`src/rtl/lcv_tally_pkg.sv`:
```
package lcv_tally_pkg;

    localparam int unsigned DEFAULT_CNT_W = 16;

    typedef struct packed {
        logic prev;
    } rise_state_t;

endpackage

```
`src/rtl/lcv_rise_detect.sv`:
```
module lcv_rise_detect
    import lcv_tally_pkg::*;
(
    input  logic clk,
    input  logic rst_n,
    input  logic level_in,
    output logic fire
);

    rise_state_t st_d, st_q;

    always_comb begin
        st_d      = st_q;
        st_d.prev = level_in;
        fire      = level_in & ~st_q.prev;
    end

    always_ff @(posedge clk) begin
        if (!rst_n) st_q <= '0;
        else        st_q <= st_d;
    end

    AST_ONE_SHOT: assert property (@(posedge clk) disable iff (!rst_n)
        fire |=> !fire);

    AST_NEEDS_LOW: assert property (@(posedge clk) disable iff (!rst_n)
        (level_in && $past(level_in)) |-> !fire);

endmodule

```
`src/rtl/lcv_sat_counter.sv`:
```
module lcv_sat_counter #(
    parameter int unsigned W = 16
) (
    input  logic         clk,
    input  logic         rst_n,
    input  logic         inc,
    input  logic         restart,
    output logic [W-1:0] count
);

    localparam logic [W-1:0] TOP = '1;
    localparam logic [W-1:0] ONE = {{(W-1){1'b0}}, 1'b1};

    typedef struct packed {
        logic [W-1:0] cnt;
    } cnt_state_t;

    cnt_state_t st_d, st_q;

    always_comb begin
        st_d = st_q;
        if (restart) begin
            st_d.cnt = inc ? ONE : '0;
        end else if (inc && (st_q.cnt != TOP)) begin
            st_d.cnt = st_q.cnt + ONE;
        end
    end

    always_ff @(posedge clk) begin
        if (!rst_n) st_q <= '0;
        else        st_q <= st_d;
    end

    assign count = st_q.cnt;

    AST_NO_OVERFLOW: assert property (@(posedge clk) disable iff (!rst_n)
        (count == TOP && !restart) |=> count == TOP);

    AST_PRESET_ONE: assert property (@(posedge clk) disable iff (!rst_n)
        (restart && inc) |=> count == ONE);

    AST_RESTART_ZERO: assert property (@(posedge clk) disable iff (!rst_n)
        (restart && !inc) |=> count == '0);

    AST_STEP_ONE: assert property (@(posedge clk) disable iff (!rst_n)
        (!restart && inc && count != TOP) |=> count == $past(count) + ONE);

    AST_IDLE_HOLD: assert property (@(posedge clk) disable iff (!rst_n)
        (!restart && !inc) |=> $stable(count));

endmodule

```
`src/rtl/lcv_hold_reg.sv`:
```
module lcv_hold_reg #(
    parameter int unsigned W = 16
) (
    input  logic         clk,
    input  logic         rst_n,
    input  logic         load,
    input  logic [W-1:0] din,
    output logic [W-1:0] dout
);

    typedef struct packed {
        logic [W-1:0] val;
    } hold_state_t;

    hold_state_t st_d, st_q;

    always_comb begin
        st_d = st_q;
        if (load) st_d.val = din;
    end

    always_ff @(posedge clk) begin
        if (!rst_n) st_q <= '0;
        else        st_q <= st_d;
    end

    assign dout = st_q.val;

    AST_HOLD_STABLE: assert property (@(posedge clk) disable iff (!rst_n)
        !load |=> $stable(dout));

    AST_HOLD_COPY: assert property (@(posedge clk) disable iff (!rst_n)
        load |=> dout == $past(din));

endmodule

```
`src/rtl/lcv_tally.sv`:
```
module lcv_tally
    import lcv_tally_pkg::*;
#(
    parameter int unsigned CNT_W = DEFAULT_CNT_W
) (
    input  logic               clk,
    input  logic               rst_n,
    input  logic               lcv_pulse,
    input  logic               update_bit,
    output logic [CNT_W-1:0]   held_count,
    output logic [CNT_W/2-1:0] held_hi,
    output logic [CNT_W/2-1:0] held_lo
);

    localparam int unsigned HALF_W = CNT_W / 2;

    logic             snap_fire;
    logic [CNT_W-1:0] tally;

    lcv_rise_detect u_rise (
        .clk      (clk),
        .rst_n    (rst_n),
        .level_in (update_bit),
        .fire     (snap_fire)
    );

    lcv_sat_counter #(.W(CNT_W)) u_cnt (
        .clk     (clk),
        .rst_n   (rst_n),
        .inc     (lcv_pulse),
        .restart (snap_fire),
        .count   (tally)
    );

    lcv_hold_reg #(.W(CNT_W)) u_hold (
        .clk   (clk),
        .rst_n (rst_n),
        .load  (snap_fire),
        .din   (tally),
        .dout  (held_count)
    );

    assign held_hi = held_count[CNT_W-1 -: HALF_W];
    assign held_lo = held_count[HALF_W-1:0];

    AST_RESET_CLEAR: assert property (@(posedge clk)
        !rst_n |=> (held_count == '0 && tally == '0));

    AST_SNAP_PRE_INC: assert property (@(posedge clk) disable iff (!rst_n)
        snap_fire |=> held_count == $past(tally));

endmodule

```
`config.mk`:
```
export PLATFORM = sky130hd
export DESIGN_NAME = lcv_tally
export DESIGN_NICKNAME = d
export VERILOG_FILES = /design/src/rtl/lcv_tally_pkg.sv /design/src/rtl/lcv_rise_detect.sv /design/src/rtl/lcv_sat_counter.sv /design/src/rtl/lcv_hold_reg.sv /design/src/rtl/lcv_tally.sv
export SDC_FILE = /design/constraint.sdc
export NUM_CORES = 1
export LEC_CHECK = 0
export ABC_CLOCK_PERIOD_IN_PS = 2200
export BUFFER_PORTS_ARGS = -buffer_cell sky130_fd_sc_hd__buf_2
export CAP_MARGIN = 40
export CORE_MARGIN = 2
export CORE_UTILIZATION = 30
export CTS_BUF_LIST = sky130_fd_sc_hd__clkbuf_2
export DETAILED_ROUTE_END_ITERATION = 10
export PLACE_DENSITY_LB_ADDON = 0.3
export SLEW_MARGIN = 20
export SYNTH_ARGS = -nofsm -noshare
export SYNTH_HDL_FRONTEND = slang
export SYNTH_HIERARCHICAL = 1
export SYNTH_SLANG_ARGS = --single-unit
```
`constraint.sdc`:
```
create_clock -name clk -period 2.2 [get_ports clk]
set_clock_uncertainty 0.1 [all_clocks]
set_input_delay 0.44 -clock clk [delete_from_list [all_inputs] [get_ports clk]]
set_output_delay 0.44 -clock clk [all_outputs]
set_load 0.02 [all_outputs]
```
==> results of run 1 <==
## kinds of logic after synthesis
group,Yosys count
fa+ha+maj,1
buf+inv,27
flops,33
mux,17
compound gates,29
simple gates,61
## stage by stage
| step | instance area, um^2 | setup WS [ps] | hold slack (ps) | total power [mW] |
|---|---|---|---|---|
| detailed placement | 1730 | 186 | 407 | 0.675 |
| finish | 1770 | 239 | 193 | 0.930 |
| CTS | 1770 | 224 | 175 | 0.947 |
| floorplan | 1610 | 348 | 372 | 0.666 |
| global placement | 1730 | 242 | 401 | 0.675 |
| global route | 1770 | 115 | 174 | 0.976 |
## routing by layer
layer / up-vias / share of wire (%)
li1: 638 / -
met1: 565 / 49
met2: 29 / 44
met3: 7 / 4.4
met4: 0 / 1.9
met5: - / 0
## cell type report
| type | instances | area, um^2 | area share [%] |
|---|---|---|---|
| Clock buffer | 6 | 30.0 | 1.70 |
| Inverter | 4 | 15.0 | 0.850 |
| Sequential cell | 33 | 661 | 37.4 |
| Clock inverter | 1 | 3.75 | 0.213 |
| Multi-Input combinational cell | 108 | 763 | 43.2 |
| Tap cell | 70 | 87.6 | 4.96 |
| Timing Repair Buffer | 39 | 205 | 11.6 |
## cell usage after synthesis, types with 2 or more instances
cell | number | area [um^2]
nor3_1 | 4 | 20.0
nor2_1 | 2 | 7.51
a21oi_1 | 11 | 55.1
or3_1 | 3 | 18.8
o211a_1 | 2 | 20.0
inv_1 | 4 | 15.0
nand3_1 | 9 | 45.0
o21ai_0 | 4 | 20.0
nand2_1 | 5 | 18.8
buf_4 | 16 | 120
mux2i_1 | 17 | 170
nand2b_1 | 2 | 12.5
o31ai_1 | 6 | 45.0
nor2b_1 | 17 | 106
nand4_1 | 3 | 18.8
clkbuf_1 | 3 | 11.3
buf_2 | 2 | 10.0
dfxtp_1 | 33 | 661
nor4_1 | 2 | 12.5
or4_1 | 7 | 52.6
## how the worst max path moves through the flow
stage	from	slack, ps	to	cells after the start
floorplan	u_cnt/count[0]	350	u_cnt/count[10]	6
global placement	lcv_pulse	240	u_cnt/count[15]	5
detailed placement	lcv_pulse	190	u_cnt/count[15]	5
CTS	u_cnt/count[0]	220	u_cnt/count[8]	5
global route	u_cnt/count[0]	110	u_cnt/count[10]	5
finish	u_cnt/count[2]	240	u_cnt/count[8]	4
## sequential cells by signal, summed over array words and instances, names as in the netlist
register,count
u_cnt/count,16
u_hold/dout,16
u_rise/st_q,1
## worst register-to-register path, cell delays in order, from the launching register on
cell	delay [ps]
dfxtp_1	500
nand4_4	170
or3_1	500
or4_1	500
a21oi_1	140
## power groups by stage
stage,Clock [mW],Combinational (mW),Sequential (mW)
CTS,0.284,0.0557,0.607
finish,0.268,0.0551,0.607
detailed placement,0,0.0558,0.619
global route,0.308,0.0603,0.608
global placement,0,0.0562,0.619
floorplan,0,0.0460,0.620
==> impl_metrics.toml, run 1 <==
[synthesis]
synth_cell_type_count = 36
synth_adder_area_share_pct = 0.776
synth-edff-count = 0
synthMuxAreaShare_pct = 10.6
synth_top_family_by_area = "simple AND/OR/NAND/NOR gates"
synth_compound_area_share_pct = 11.8
synth_seq_cells = 33
avgSynthCellArea_um2 = 9.59
synth-seq-area-share_pct = 41.0
syn_inst = 168
syn_nets = 173
synthFlopType = "dfxtp_1"
synthArstFlopShare_pct = 0
synthesis.area_um2 = 1610
yosys.area_share.simple_pct = 24.2
yosys_warnings = 6
synth-xor-area-share_pct = 0

[clock_network]
cts_setup_buffers = 0
clk_pin_slew_ps = 160
postCtsHoldBufs = 0
root_buffer = "clkbuf_2"
htreeDepth = 2
cts_sinks = 33
clk_latency_ps = 360
cts_resized = 0
cts_buffers = 5
cts_tree = "built"
cts_max_path_buffers = 2

[power]
seqPwrFrac_pct = 65.3
switchingPower_mw = 0.229
ir_drop_mv = 0.180
sw_frac_of_total_pct = 24.7
p_int_mw = 0.700
p_leak_nw = 0.714
power_per_cell_area_nw_per_um2 = 527
power_frac_comb_pct = 5.9
clkPwrFrac_pct = 28.8

[sta]
final.min_clock_period_ps = 1960
slew_headroom_pct = 65.6
hold_viol = 0
worst_pin_slew_ps = 512
max_freq_mhz = 510
drv_slew = 0
setup_viol = 0
fin_crit_sh_pct = 89.1
setup_tns_ps = 0
rsz0062_at_grt = "no"

[global_routing]
antenna_found_initial = 0
grt-ovfl-total = 0
met1_usage_pct = 15.4
grt_pass1_wl_mm = 5.59
grt_max_degree = 22
met2_usage_pct = 18.1
grt_use_met3_pct = 3.29
track_usage_pct = 11.8
grt.busiest_layer = "met2"
grt_pass1_vias = 1155

[final_layout]
antenna_cells = 0
n_fill_cell = 562
fin_cells = 261
nets = 196
drive_gt1_share_pct = 25.1
layout_common_cells = "buf_2 (35), dfxtp_1 (33), nor2b_1 (17), mux2i_1 (17), a21oi_1 (11)"
area_growth_pct = 9.55
layout_commonest_cell = "buf_2"
fin_util_pct = 34.3

[die]
die-area_um2 = 5970
core_area_um2 = 5140
fp.dieH_um = 77.3
start_util_pct = 31.4
io_pins = 36
fp.dieW_um = 77.3
std_cell_rows = 26

[drt]
wl_per_cell_um = 12.4
routed_wl_mm = 3.23
vias = 1239
drt_iter0_markers = 52
drtAntennaViolNets = 0
drt_drc_violations_left = 0
viasPerCell = 4.75
dr.pass1.iters = 4

[placement]
placedCellCount = 254
dpl.hpwl_mm = 2.30
io_buffers = 35
place.gp.congestion = 0.795

[setup_path]
cp_slowest_cell = "dfxtp_1"
required_ps = 2410
path_buf_inv = 0
cp.arrival_ps = 2170
worstSetupPathType = "flip-flop to flip-flop"
crit_fanout = 7
slowest_delay_ps = 500
startpoint_type = "flip-flop"
worstReg2RegEnd = "u_cnt/count[8]"
crit_chain = "nand4_4 > or3_1 > or4_1 > a21oi_1"
cp-end-kind = "flip-flop"
rrSetupSlack_ps = 240
rr_startpoint = "u_cnt/count[2]"
crit_family = "simple AND/OR/NAND/NOR gates"
reg2regPathDepth = 4

[hold_path]
min_from = "update_bit"
hold_depth = 2
hold_class = "input port to flip-flop"
holdPathEnd = "u_rise/st_q"

[outcome]
outcome = "completed"

[run]
drv_cap = 0
(Power assumes the default switching activity.)
==> inputs of run 2 (changes only) <==
CELL_PAD_IN_SITES_DETAIL_PLACEMENT = 0   (was not set)
CELL_PAD_IN_SITES_GLOBAL_PLACEMENT = 1   (was not set)
PLACE_DENSITY_LB_ADDON = 0.1   (was 0.3)
==> run 2 against run 1 <==
Flip-flop and latch count unchanged. Design area increased by 0.85%. Critical path depth increased by 1. First-iteration DRC count decreased by 40%. Largest cell class unchanged. Die area unchanged.
==> impl_metrics.toml, run 2 (synthesized netlist as in run 1, its figures left out) <==
[global_routing]
grt_pass1_wl_mm = 6.17
grt-ovfl-total = 0
grt_pass1_vias = 1216
grt_max_degree = 17
track_usage_pct = 13.3
antenna_found_initial = 0

[final_layout]
antenna_cells = 0
layout_commonest_cell = "buf_2"
fin_util_pct = 34.6
n_fill_cell = 568
drive_gt1_share_pct = 25.9
layout_common_cells = "buf_2 (35), dfxtp_1 (33), nor2b_1 (17), mux2i_1 (17), a21oi_1 (11)"
area_growth_pct = 10.5
fin_cells = 263
nets = 198

[setup_path]
required_ps = 2400
cp-end-kind = "flip-flop"
worstReg2RegEnd = "u_cnt/count[10]"
endpoint = "u_cnt/count[10]"
cp.arrival_ps = 2230
worstSetupStartpoint = "u_cnt/count[0]"
startpoint_type = "flip-flop"
rr_startpoint = "u_cnt/count[0]"
reg2regPathDepth = 5
rrSetupSlack_ps = 160
crit_fanout = 7
worstSetupPathType = "flip-flop to flip-flop"

[drt]
drtAntennaViolNets = 0
drt_iter0_markers = 31
vias = 1298
wl_per_cell_um = 13.9
routed_wl_mm = 3.66
viasPerCell = 4.94
dr.pass1.iters = 4
drt_drc_violations_left = 0

[sta]
worst_pin_slew_ps = 556
drv_slew = 0
fin_crit_sh_pct = 92.6
final.min_clock_period_ps = 2040
setup_viol = 0
setup_tns_ps = 0
fin_ws_ps = 164
max_freq_mhz = 491
hold_viol = 0
slew_headroom_pct = 62.6
rsz0062_at_grt = "no"

[placement]
dpl.hpwl_mm = 2.70
placedCellCount = 256
place_ws_ps = 194
place.gp.congestion = 0.777
io_buffers = 35

[die]
io_pins = 36
start_util_pct = 31.4
die-area_um2 = 5970
core_area_um2 = 5140
fp.dieW_um = 77.3
std_cell_rows = 26
fp.dieH_um = 77.3

[clock_network]
cts_max_path_buffers = 2
clk_latency_ps = 370
root_buffer = "clkbuf_2"
cts_resized = 0
cts_sinks = 33
cts_tree = "built"
cts_setup_buffers = 0
htreeDepth = 2
cts_buffers = 5
clk_pin_slew_ps = 170
postCtsHoldBufs = 0

[power]
power_mw = 0.935
power_per_cell_area_nw_per_um2 = 525
p_leak_nw = 0.724
ir_drop_mv = 0.173

[hold_path]
hold_class = "input port to flip-flop"

[outcome]
outcome = "completed"

[run]
drv_cap = 0
==> run 2: where the power goes <==
group / switching (mW) / total (mW) / internal (mW)
registers: 0.00391 / 0.606 / 0.602
logic: 0.0337 / 0.0585 / 0.0248
clock network: 0.196 / 0.270 / 0.0742
total: 0.234 / 0.935 / 0.701
==> run 2: metal layers <==
metal  global-route usage [%]  routed length, um  vias to the layer above
met3                     4.24                203                        9
met4                     5.54                 87                        0
met1                     17.6               1800                      606
met5                        0                  0                        -
li1                         -                  -                      645
met2                     19.9               1560                       38
==> run 2: final cells by class <==
cell class / count / area, um^2 / area share [%]
inverter: 4 / 15.0 / 0.843
clock buffer: 6 / 30.0 / 1.69
clock inverter: 1 / 3.75 / 0.211
tap: 70 / 87.6 / 4.92
multi-input combinational: 108 / 763 / 42.9
sequential: 33 / 661 / 37.1
timing repair buffer: 41 / 220 / 12.4
==> run 2: worst min-delay path by stage <==
stage / start / to / depth (start not counted)
detailed placement: u_cnt/count[15] / u_cnt/count[15] / 2
floorplan: u_cnt/count[15] / u_cnt/count[15] / 2
finish: update_bit / u_rise/st_q / 2
CTS: update_bit / u_rise/st_q / 2
global placement: u_cnt/count[10] / u_cnt/count[10] / 2
global route: update_bit / u_rise/st_q / 2
==> run 2: critical path, stage by stage (launching register included) <==
cell and delay (ps):
dfxtp_1 430, ha_1 220, nand2_1 150, or3_1 410, or4_1 490, a21oi_1 150
==> run 2: stage by stage <==
| stage | area [um^2] | hold WS (ps) |
|---|---|---|
| floorplan | 1610 | 372 |
| global placement | 1750 | 409 |
| detailed placement | 1750 | 417 |
| CTS | 1780 | 158 |
| global route | 1780 | 168 |
| finish | 1780 | 183 |
